## config.mk

```make
export PLATFORM = sky130hd
export DESIGN_NAME = llsc_resv_monitor
export DESIGN_NICKNAME = d
export VERILOG_FILES = /design/src/rtl/llsc_pkg.sv /design/src/rtl/resv_match.sv /design/src/rtl/resv_victim.sv /design/src/rtl/resv_store.sv /design/src/rtl/resp_stage.sv /design/src/rtl/llsc_resv_monitor.sv
export SDC_FILE = /design/constraint.sdc
export NUM_CORES = 1
export LEC_CHECK = 0
export CORE_ASPECT_RATIO = 1.25
export CORE_UTILIZATION = 51
export DETAILED_ROUTE_END_ITERATION = 7
export PLACE_DENSITY = 0.84
export SYNTH_ARGS = -nofsm -noshare
export SYNTH_HDL_FRONTEND = slang
export SYNTH_HIERARCHICAL = 1
export SYNTH_SLANG_ARGS = --single-unit
```

## constraint.sdc

```tcl
create_clock -name clk -period 5.6 [get_ports clk]
set_clock_uncertainty 0.05 [all_clocks]
set_input_delay 0.56 -clock clk [delete_from_list [all_inputs] [get_ports clk]]
set_output_delay 0.56 -clock clk [all_outputs]
set_load 0.02 [all_outputs]
```

## src/rtl/llsc_pkg.sv

```systemverilog
package llsc_pkg;

  typedef enum logic [2:0] {
    K_LOAD     = 3'd0,
    K_FETCH    = 3'd1,
    K_STORE    = 3'd2,
    K_LL       = 3'd3,
    K_SC       = 3'd4,
    K_LRMW_RD  = 3'd5,
    K_LRMW_WR  = 3'd6,
    K_ATOMIC   = 3'd7
  } cpl_kind_e;

  // Kinds that count as writes for reservation purposes.
  function automatic logic is_write_kind(cpl_kind_e k);
    return (k == K_STORE) || (k == K_LL) || (k == K_SC) ||
           (k == K_LRMW_RD) || (k == K_LRMW_WR) || (k == K_ATOMIC);
  endfunction

  // Writes other than the linked pair: they may only drop an owned reservation.
  function automatic logic is_plain_write(cpl_kind_e k);
    return is_write_kind(k) && (k != K_LL) && (k != K_SC);
  endfunction

  // Success bit: only an active conditional store can fail.
  function automatic logic calc_ok(cpl_kind_e k, logic bypass, logic owner_match);
    if (bypass)      return 1'b1;
    if (k == K_SC)   return owner_match;
    return 1'b1;
  endfunction

endpackage

```

## src/rtl/resv_match.sv

```systemverilog
module resv_match #(
  parameter int N      = 4,
  parameter int LINE_W = 26,
  parameter int ID_W   = 4
) (
  input  logic              ent_valid [N],
  input  logic [LINE_W-1:0] ent_line  [N],
  input  logic [ID_W-1:0]   ent_owner [N],
  input  logic [LINE_W-1:0] q_line,
  input  logic [ID_W-1:0]   q_id,
  output logic [N-1:0]      line_hit,
  output logic [N-1:0]      own_hit,
  output logic              any_line_hit,
  output logic              any_own_hit
);

  for (genvar g = 0; g < N; g++) begin : g_cmp
    assign line_hit[g] = ent_valid[g] && (ent_line[g] == q_line);
    assign own_hit[g]  = line_hit[g] && (ent_owner[g] == q_id);
  end

  assign any_line_hit = |line_hit;
  assign any_own_hit  = |own_hit;

endmodule

```

## src/rtl/resv_victim.sv

```systemverilog
module resv_victim #(
  parameter int N     = 4,
  parameter int AGE_W = 2
) (
  input  logic             ent_valid [N],
  input  logic [AGE_W-1:0] ent_age   [N],
  input  logic [N-1:0]     line_hit,
  output logic [N-1:0]     tgt_sel
);

  logic             free_found;
  logic [N-1:0]     free_sel;
  logic [N-1:0]     old_sel;
  logic [AGE_W-1:0] best_age;

  // Lowest-numbered free register.
  always_comb begin
    free_sel   = '0;
    free_found = 1'b0;
    for (int i = 0; i < N; i++) begin
      if (!free_found && !ent_valid[i]) begin
        free_sel[i] = 1'b1;
        free_found  = 1'b1;
      end
    end
  end

  // Register with the greatest age (least recently written).
  always_comb begin
    old_sel  = '0;
    old_sel[0] = 1'b1;
    best_age = ent_age[0];
    for (int i = 1; i < N; i++) begin
      if (ent_age[i] > best_age) begin
        best_age = ent_age[i];
        old_sel  = '0;
        old_sel[i] = 1'b1;
      end
    end
  end

  always_comb begin
    if (|line_hit)       tgt_sel = line_hit;
    else if (free_found) tgt_sel = free_sel;
    else                 tgt_sel = old_sel;
  end

endmodule

```

## src/rtl/resv_store.sv

```systemverilog
module resv_store #(
  parameter int N      = 4,
  parameter int LINE_W = 26,
  parameter int ID_W   = 4,
  parameter int AGE_W  = 2
) (
  input  logic              clk,
  input  logic              rst_n,
  input  logic              wr_en,
  input  logic [N-1:0]      wr_sel,
  input  logic [LINE_W-1:0] wr_line,
  input  logic [ID_W-1:0]   wr_owner,
  input  logic              clr_en,
  input  logic [N-1:0]      clr_sel,
  output logic              ent_valid [N],
  output logic [LINE_W-1:0] ent_line  [N],
  output logic [ID_W-1:0]   ent_owner [N],
  output logic [AGE_W-1:0]  ent_age   [N]
);

  // Ages of valid registers are kept dense: 0 .. count-1, 0 = newest.
  logic             sel_was_valid;
  logic [AGE_W-1:0] sel_age;
  logic [AGE_W-1:0] clr_age;

  always_comb begin
    sel_was_valid = 1'b0;
    sel_age       = '0;
    clr_age       = '0;
    for (int i = 0; i < N; i++) begin
      if (wr_sel[i]) begin
        sel_was_valid = sel_was_valid | ent_valid[i];
        sel_age       = sel_age | ent_age[i];
      end
      if (clr_sel[i]) clr_age = clr_age | ent_age[i];
    end
  end

  always_ff @(posedge clk or negedge rst_n) begin
    if (!rst_n) begin
      for (int i = 0; i < N; i++) begin
        ent_valid[i] <= 1'b0;
        ent_line[i]  <= '0;
        ent_owner[i] <= '0;
        ent_age[i]   <= '0;
      end
    end else if (wr_en) begin
      for (int i = 0; i < N; i++) begin
        if (wr_sel[i]) begin
          ent_valid[i] <= 1'b1;
          ent_line[i]  <= wr_line;
          ent_owner[i] <= wr_owner;
          ent_age[i]   <= '0;
        end else if (ent_valid[i] && (!sel_was_valid || (ent_age[i] < sel_age))) begin
          ent_age[i] <= ent_age[i] + AGE_W'(1);
        end
      end
    end else if (clr_en) begin
      for (int i = 0; i < N; i++) begin
        if (clr_sel[i]) begin
          ent_valid[i] <= 1'b0;
        end else if (ent_valid[i] && (ent_age[i] > clr_age)) begin
          ent_age[i] <= ent_age[i] - AGE_W'(1);
        end
      end
    end
  end

endmodule

```

## src/rtl/resp_stage.sv

```systemverilog
module resp_stage #(
  parameter int LINE_W = 26
) (
  input  logic              clk,
  input  logic              rst_n,
  input  logic              in_done,
  input  logic              in_ok,
  input  logic              in_blk,
  input  logic              in_unblk,
  input  logic [LINE_W-1:0] in_line,
  output logic              done_q,
  output logic              ok_q,
  output logic              blk_q,
  output logic              unblk_q,
  output logic [LINE_W-1:0] line_q
);

  always_ff @(posedge clk or negedge rst_n) begin
    if (!rst_n) begin
      done_q  <= 1'b0;
      ok_q    <= 1'b0;
      blk_q   <= 1'b0;
      unblk_q <= 1'b0;
      line_q  <= '0;
    end else begin
      done_q  <= in_done;
      ok_q    <= in_done && in_ok;
      blk_q   <= in_blk;
      unblk_q <= in_unblk;
      if (in_blk || in_unblk) line_q <= in_line;
    end
  end

endmodule

```

## src/rtl/llsc_resv_monitor.sv

```systemverilog
module llsc_resv_monitor #(
  parameter int NUM_RESV = 4,
  parameter int LINE_W   = 26,
  parameter int ID_W     = 4
) (
  input  logic                       clk,
  input  logic                       rst_n,
  input  logic                       bypass_i,
  input  logic                       cpl_valid_i,
  input  logic [2:0]                 cpl_kind_i,
  input  logic [LINE_W-1:0]          cpl_line_i,
  input  logic [ID_W-1:0]            cpl_req_id_i,
  input  logic                       cpl_tag_hit_i,
  output logic                       rsp_done_o,
  output logic                       rsp_ok_o,
  output logic                       blk_o,
  output logic                       unblk_o,
  output logic [LINE_W-1:0]          cmd_line_o,
  output logic [NUM_RESV-1:0]        resv_valid_o,
  output logic [NUM_RESV*LINE_W-1:0] resv_line_o,
  output logic [NUM_RESV*ID_W-1:0]   resv_owner_o
);
  import llsc_pkg::*;

  localparam int AGE_W = (NUM_RESV > 1) ? $clog2(NUM_RESV) : 1;

  cpl_kind_e         kind;
  logic              ent_valid [NUM_RESV];
  logic [LINE_W-1:0] ent_line  [NUM_RESV];
  logic [ID_W-1:0]   ent_owner [NUM_RESV];
  logic [AGE_W-1:0]  ent_age   [NUM_RESV];
  logic [NUM_RESV-1:0] line_hit, own_hit, tgt_sel, clr_sel;
  logic any_line_hit, any_own_hit;

  // Named internal events, visible to the bound checker.
  logic mon_on, ev_ll, ev_sc, ev_plain_wr, ev_wr_clear, ev_clr, ev_blk, ev_unblk, rsp_ok_d;

  assign kind        = cpl_kind_e'(cpl_kind_i);
  assign mon_on      = cpl_valid_i && !bypass_i;
  assign ev_ll       = mon_on && (kind == K_LL);
  assign ev_sc       = mon_on && (kind == K_SC);
  assign ev_plain_wr = mon_on && is_plain_write(kind);
  assign ev_wr_clear = ev_plain_wr && cpl_tag_hit_i && any_own_hit;
  assign ev_clr      = (ev_sc && any_line_hit) || ev_wr_clear;
  assign clr_sel     = ev_sc ? line_hit : own_hit;
  assign ev_blk      = cpl_valid_i && (kind == K_LRMW_RD);
  assign ev_unblk    = cpl_valid_i && (kind == K_LRMW_WR);
  assign rsp_ok_d    = calc_ok(kind, bypass_i, any_own_hit);

  resv_match #(.N(NUM_RESV), .LINE_W(LINE_W), .ID_W(ID_W)) u_match (
    .ent_valid    (ent_valid),
    .ent_line     (ent_line),
    .ent_owner    (ent_owner),
    .q_line       (cpl_line_i),
    .q_id         (cpl_req_id_i),
    .line_hit     (line_hit),
    .own_hit      (own_hit),
    .any_line_hit (any_line_hit),
    .any_own_hit  (any_own_hit)
  );

  resv_victim #(.N(NUM_RESV), .AGE_W(AGE_W)) u_victim (
    .ent_valid (ent_valid),
    .ent_age   (ent_age),
    .line_hit  (line_hit),
    .tgt_sel   (tgt_sel)
  );

  resv_store #(.N(NUM_RESV), .LINE_W(LINE_W), .ID_W(ID_W), .AGE_W(AGE_W)) u_store (
    .clk       (clk),
    .rst_n     (rst_n),
    .wr_en     (ev_ll),
    .wr_sel    (tgt_sel),
    .wr_line   (cpl_line_i),
    .wr_owner  (cpl_req_id_i),
    .clr_en    (ev_clr),
    .clr_sel   (clr_sel),
    .ent_valid (ent_valid),
    .ent_line  (ent_line),
    .ent_owner (ent_owner),
    .ent_age   (ent_age)
  );

  resp_stage #(.LINE_W(LINE_W)) u_resp (
    .clk      (clk),
    .rst_n    (rst_n),
    .in_done  (cpl_valid_i),
    .in_ok    (rsp_ok_d),
    .in_blk   (ev_blk),
    .in_unblk (ev_unblk),
    .in_line  (cpl_line_i),
    .done_q   (rsp_done_o),
    .ok_q     (rsp_ok_o),
    .blk_q    (blk_o),
    .unblk_q  (unblk_o),
    .line_q   (cmd_line_o)
  );

  for (genvar g = 0; g < NUM_RESV; g++) begin : g_flat
    assign resv_valid_o[g]                      = ent_valid[g];
    assign resv_line_o[g*LINE_W +: LINE_W]      = ent_line[g];
    assign resv_owner_o[g*ID_W +: ID_W]         = ent_owner[g];
  end

endmodule

```

# Word-level counts from Yosys, hierarchy flattened

Cells that the tools add are included.

Register bits: 162
Output and inout port bits: 154
Input bits: 38

Order comparisons: 11
Bitwise logic cells: 9
Muxes and demuxes: 62
Add/sub/neg operators: 8
Equal/unequal tests: 28
Reduce and logical (&&, ||, !) cells: 72

Operators with widths:

| cell                  | count |
|---|---|
| $eq A26 B26 Y1        | 4 |
| $mux W2               | 27 |
| $logic_and A1 B1 Y1   | 31 |
| $mux W1               | 26 |
| $mux W4               | 6 |
| $reduce_bool A2 Y1    | 9 |
| $eq A4 B4 Y1          | 4 |
| $mux W8               | 2 |
| $reduce_and A4 Y1     | 4 |
| $ne A3 B2 Y1 const B  | 5 |
| $gt A2 B2 Y1          | 7 |
| $eq A3 B3 Y1 const B  | 4 |
| $or A2 B2 Y2          | 6 |
| $reduce_and A3 Y1     | 4 |
| $logic_or A1 B1 Y1    | 11 |
| $add A2 B1 Y2 const B | 4 |
| $lt A2 B2 Y1          | 4 |
| $ne A2 B1 Y1 const B  | 4 |
| $ne A2 B2 Y1 const B  | 4 |
| $reduce_and A2 Y1     | 4 |
| $reduce_or A4 Y1      | 2 |
| $sub A2 B1 Y2 const B | 4 |
| $logic_not A1 Y1      | 7 |
| $eq A3 B2 Y1 const B  | 2 |
| other kinds (3)       | 5 |

# Depth between registers and ports, before layout

Depth in word-level cells: 24
Gate-level depth with buffers: 19

# Hierarchy

Netlist, hierarchy kept.

Modules (own cells, without submodules):

| module            | area each (µm²) | cells each | seq. area each (µm²) | times used |
|---|---|---|---|---|
| resv_store        | 5576.6          | 405        | 3303.2               | 1 |
| resv_match        | 1397.6          | 180        | 0.0                  | 1 |
| resp_stage        | 1083.5          | 60         | 750.7                | 1 |
| resv_victim       | 367.9           | 47         | 0.0                  | 1 |
| llsc_resv_monitor | 155.1           | 18         | 0.0                  | 1 |

# Worst setup path before layout

Ideal clock, no wire load.

Path type: reg2reg
From: reg u_store/ent_age[4] (netlist name)
To: reg u_store/ent_age[4] (netlist name)
Path slack: 1668 ps
Clock period less this slack: 3932 ps
Arrival time: 3752 ps
Buffers on the path: 1
Required time: 5421 ps
Cell stages (with the launch flop): 19
Cells stage by stage: dfrtp_1 > inv_1 > ha_1 > nor2b_1 > o21ai_0 > nand3_1 > ha_1 > nand2b_1 > and2_1 > a32oi_1 > ha_1 > a32oi_1 > o21ai_1 > clkbuf_1 > a22o_1 > a221oi_1 > o21ai_0 > nor3_1 > o32ai_1

Elaborated cells on any way between the ends: 47

RTL lines:

| what                                             | RTL line                           | text |
|---|---|---|
| from (decl)                                      | resv_store.sv:18                   | `output logic [AGE_W-1:0] ent_age [N]` |
| from (signal, indexed assignment)                | resv_store.sv:55                   | `ent_age[i] <= ent_age[i] + AGE_W'(1);` |
| from (signal, indexed assignment)                | resv_store.sv:63                   | `ent_age[i] <= ent_age[i] - AGE_W'(1);` |
| $gt A2 B2 Y1                                     | resv_victim.sv:34                  | `if (ent_age[i] > best_age) begin` |
| $mux W2 (*)                                      | resv_victim.sv:34                  |  |
| $gt A2 B2 Y1                                     | resv_victim.sv:34                  |  |
| $mux W2                                          | resv_victim.sv:34                  |  |
| $gt A2 B2 Y1                                     | resv_victim.sv:34                  |  |
| $mux W4 (*)                                      | resv_victim.sv:34                  |  |
| $mux W4 (*)                                      | resv_victim.sv:44                  | `else if (free_found) tgt_sel = free_sel;` |
| $mux W4 (*)                                      | resv_victim.sv:43                  | `if (\|line_hit) tgt_sel = line_hit;` |
| via tgt_sel[2]                                   | llsc_resv_monitor.sv:32            | `logic [NUM_RESV-1:0] line_hit, own_hit, tgt_sel, clr_sel;` |
| $mux W2 or $mux W1 (tied branches)               | resv_store.sv:31                   | `if (wr_sel[i]) begin` |
| $or A2 B2 Y2 or $or A1 B1 Y1 (tied branches)     | resv_store.sv:33, resv_store.sv:32 |  |
| $mux W2 or $mux W1 (tied branches)               | resv_store.sv:31                   |  |
| $lt A2 B2 Y1 or $logic_not A1 Y1 (tied branches) | resv_store.sv:54                   | `end else if (ent_valid[i] && (!sel_was_valid \|\| (ent_age[i] < sel_age))) begin` |
| $logic_or A1 B1 Y1 (*)                           | resv_store.sv:54                   |  |
| $logic_and A1 B1 Y1 (*)                          | resv_store.sv:54                   |  |
| $ne A3 B2 Y1 (no line) (*)                       | n/a                                |  |
| $reduce_and A4 Y1 (no line) (*)                  | n/a                                |  |

Mark *: on every way through the listed nets, which the timed path passes. The rest lies on a longest branch. The select of a mux whose other input is x is not followed.
A chain may end at the register's enable or synchronous reset.

# Worst setup path in the final report

From: reg u_store/ent_age[7] (netlist name)
To: reg u_store/ent_age[6] (netlist name)

The elaborated chain is that of the path after synthesis.

==> results.toml <==
[logic_synthesis]
synth_area_leaders = "dfrtp_1 (47%), mux2_2 (19%), xnor2_1 (8.2%)"
synth_commonest_cells = "dfrtp_1 (162), mux2_2 (145), xnor2_1 (80)"
synth_edf_count = 0
synth_top_cell_by_area = "dfrtp_1"
ys_ff_latch = 162
synth_top_cell_area_share_pct = 47.2
yosysMostFrequentCell = "dfrtp_1"
synth_cell_types = 60
synth_area_um2 = 8580
synth-main-ff-cell = "dfrtp_1"
yosysWarnings = 6
async_reset_ff_share_pct = 100
synthCells = 710
ys_seq_area_share_pct = 47.2
synth_area_per_cell_um2 = 12.1
syn-num-nets = 760

[floorplan]
row_count = 52
io_pins = 192
die_y_um = 147
start_util_pct = 52.5
coreArea_um2 = 16300
fp.dieW_um = 118
die_area_um2 = 17400

[clock_tree]
clk_path_buf_depth = 2
htree_levels = 4
cts_tree = "done"
postCtsHoldBufs = 0
cts_buffers = 17
insertion_delay_ps = 430
ctsResizeCount = 0
cts_sinks = 162
post-cts-setup-buffer-count = 0
cts.clk_slew.worst_paths_ps = 60
root_buffer = "clkbuf_16"

[routing]
avgRoutedWirePerCell_um = 22.2
vias = 6603
drt_pass1_iterations = 5
drcViolationCount = 0
drtIter0Drc = 476
antenna_left = 0
drt_wl_total_um = 25100
viasPerCell = 5.84

[cells_and_area]
antenna_cells = 0
drive_above_1_share_pct = 23.0
area.growth.synth_to_final_pct = 32.0
nFillCells = 1120
nets = 951

[sta]
max_freq_ghz = 0.206
worst_pin_slew_ps = 898
setup_viol = 0
hold_ws_ps = 37.5
finalHoldViolCount = 0
min_period_over_period_pct = 86.8
period_needed_ps = 4860
maxSlewHeadroom_pct = 40.0
rsz0062_at_grt = "false"
slew_violations = 0
tns_ps = 0

[power]
powerDensity_nw_per_um2 = 363
power_uw = 4110
leakagePower_uw = 0.00490
peakVddDrop_mv = 0.254

[global_route]
grt_max_degree = 70
grt_busiest_layer = "met2"
grt_pass1_wl_um = 39300
grt_antenna_before_repair = 0
track_usage_pct = 29.9
grt.overflow.total = 0
met1_usage_pct = 35.2
grt_pass1_vias = 6776
use_met3_pct = 7.92
gr-usage-met2_pct = 51.1

[critical_path]
startpoint_type = "flop"
crit_path_max_fanout = 11
criticalPathCategory = "reg2reg"
cp_data_arrival_time_ps = 5110
worstPathRequired_ps = 5850
end_kind = "flop"

[placement]
place.detailed.hpwl_um = 17400
place_congestion = 0.896
portBuffers = 191

[worst_hold_path]
hold_class = "in2async"

[flow_run]
drv_cap = 0

[status]
status = "complete, no violations"
-- critical path: stages (launching register included) --
cell	delay, ps
dfrtp_1	580
inv_1	110
ha_1	360
nor2b_1	80
o21ai_0	310
nand3_1	130
ha_1	190
o21bai_1	210
and2_1	250
a32oi_1	80
ha_1	290
a32oi_1	390
o21ai_1	320
a22o_1	300
a221oi_1	480
o21ai_0	270
nor3_1	230
o32ai_1	100
-- registers in the layout (all words and copies together), names as in the netlist --
signal,count
u_store/ent_owner,16
u_resp/done_q,1
u_store/ent_age,8
u_resp/ok_q,1
u_store/ent_valid,4
u_resp/unblk_q,1
u_store/ent_line,104
u_resp/blk_q,1
u_resp/line_q,26
-- per-stage QoR --
step	setup slack [ps]	instances	area [um^2]	utilization, %
6_report	739	1130	11300	69.4
5_1_grt	427	1130	11300	69.4
4_1_cts	917	1130	11300	69.4
3_5_place_dp	612	1098	10700	65.4
3_3_place_gp	616	1098	10700	65.4
2_1_floorplan	1670	710	8580	-
-- worst paths after layout --
kind	startpoint	to	slack [ps]	cells past startpoint
max	u_store/ent_age[7]	u_store/ent_age[6]	740	17
min	rst_n	u_resp/line_q[20]	40	1
max reg2reg	u_store/ent_age[7]	u_store/ent_age[6]	740	17
min reg2reg	u_resp/line_q[6]	u_resp/line_q[6]	460	1
max in group asynchronous	rst_n	u_resp/done_q	4180	2
min in group clk	u_resp/line_q[6]	u_resp/line_q[6]	460	1
-- layer usage --
metal	share of wire, %	vias up
li1	-	2927
met1	38	3325
met2	51	294
met3	7.0	57
met4	3.9	0
met5	0	-
-- layout make-up --
class / instances / area, um^2 / share of cell area [%]
Sequential cell: 162 / 4050 / 35.8
Clock inverter: 13 / 209 / 1.84
Timing Repair Buffer: 204 / 2010 / 17.8
Clock buffer: 19 / 443 / 3.91
Tap cell: 216 / 270 / 2.39
Multi-Input combinational cell: 495 / 4260 / 37.6
Inverter: 21 / 78.8 / 0.696
-- kinds of logic after synthesis --
kind of cell    synth area share (%)
fa+ha+maj                       1.87
xor+xnor                        12.6
mux                             20.0
flops                           47.2
simple gates                    9.46
compound gates                  5.77
buf+inv                         3.11
-- report_power, final --
| group | switching [uW] | internal, uW |
|---|---|---|
| logic | 633 | 632 |
| registers | 191 | 1360 |
| clock network | 486 | 804 |
-- cell usage in the layout, fill, tap and decap left out, types with 6 or more instances in the layout --
cell type	n
buf_4	13
xor2_1	43
inv_1	21
a32oi_1	6
xnor2_1	80
clkbuf_16	17
o21ai_0	9
nand3_1	9
mux2_2	145
nor3_1	10
nor2b_1	6
nand2_1	22
dfrtp_1	162
ha_1	12
clkdlybuf4s50_1	190
a21oi_1	14
nor2_1	24
nand4_1	25
nor4_1	12
Power figures use the tool's default switching activity.
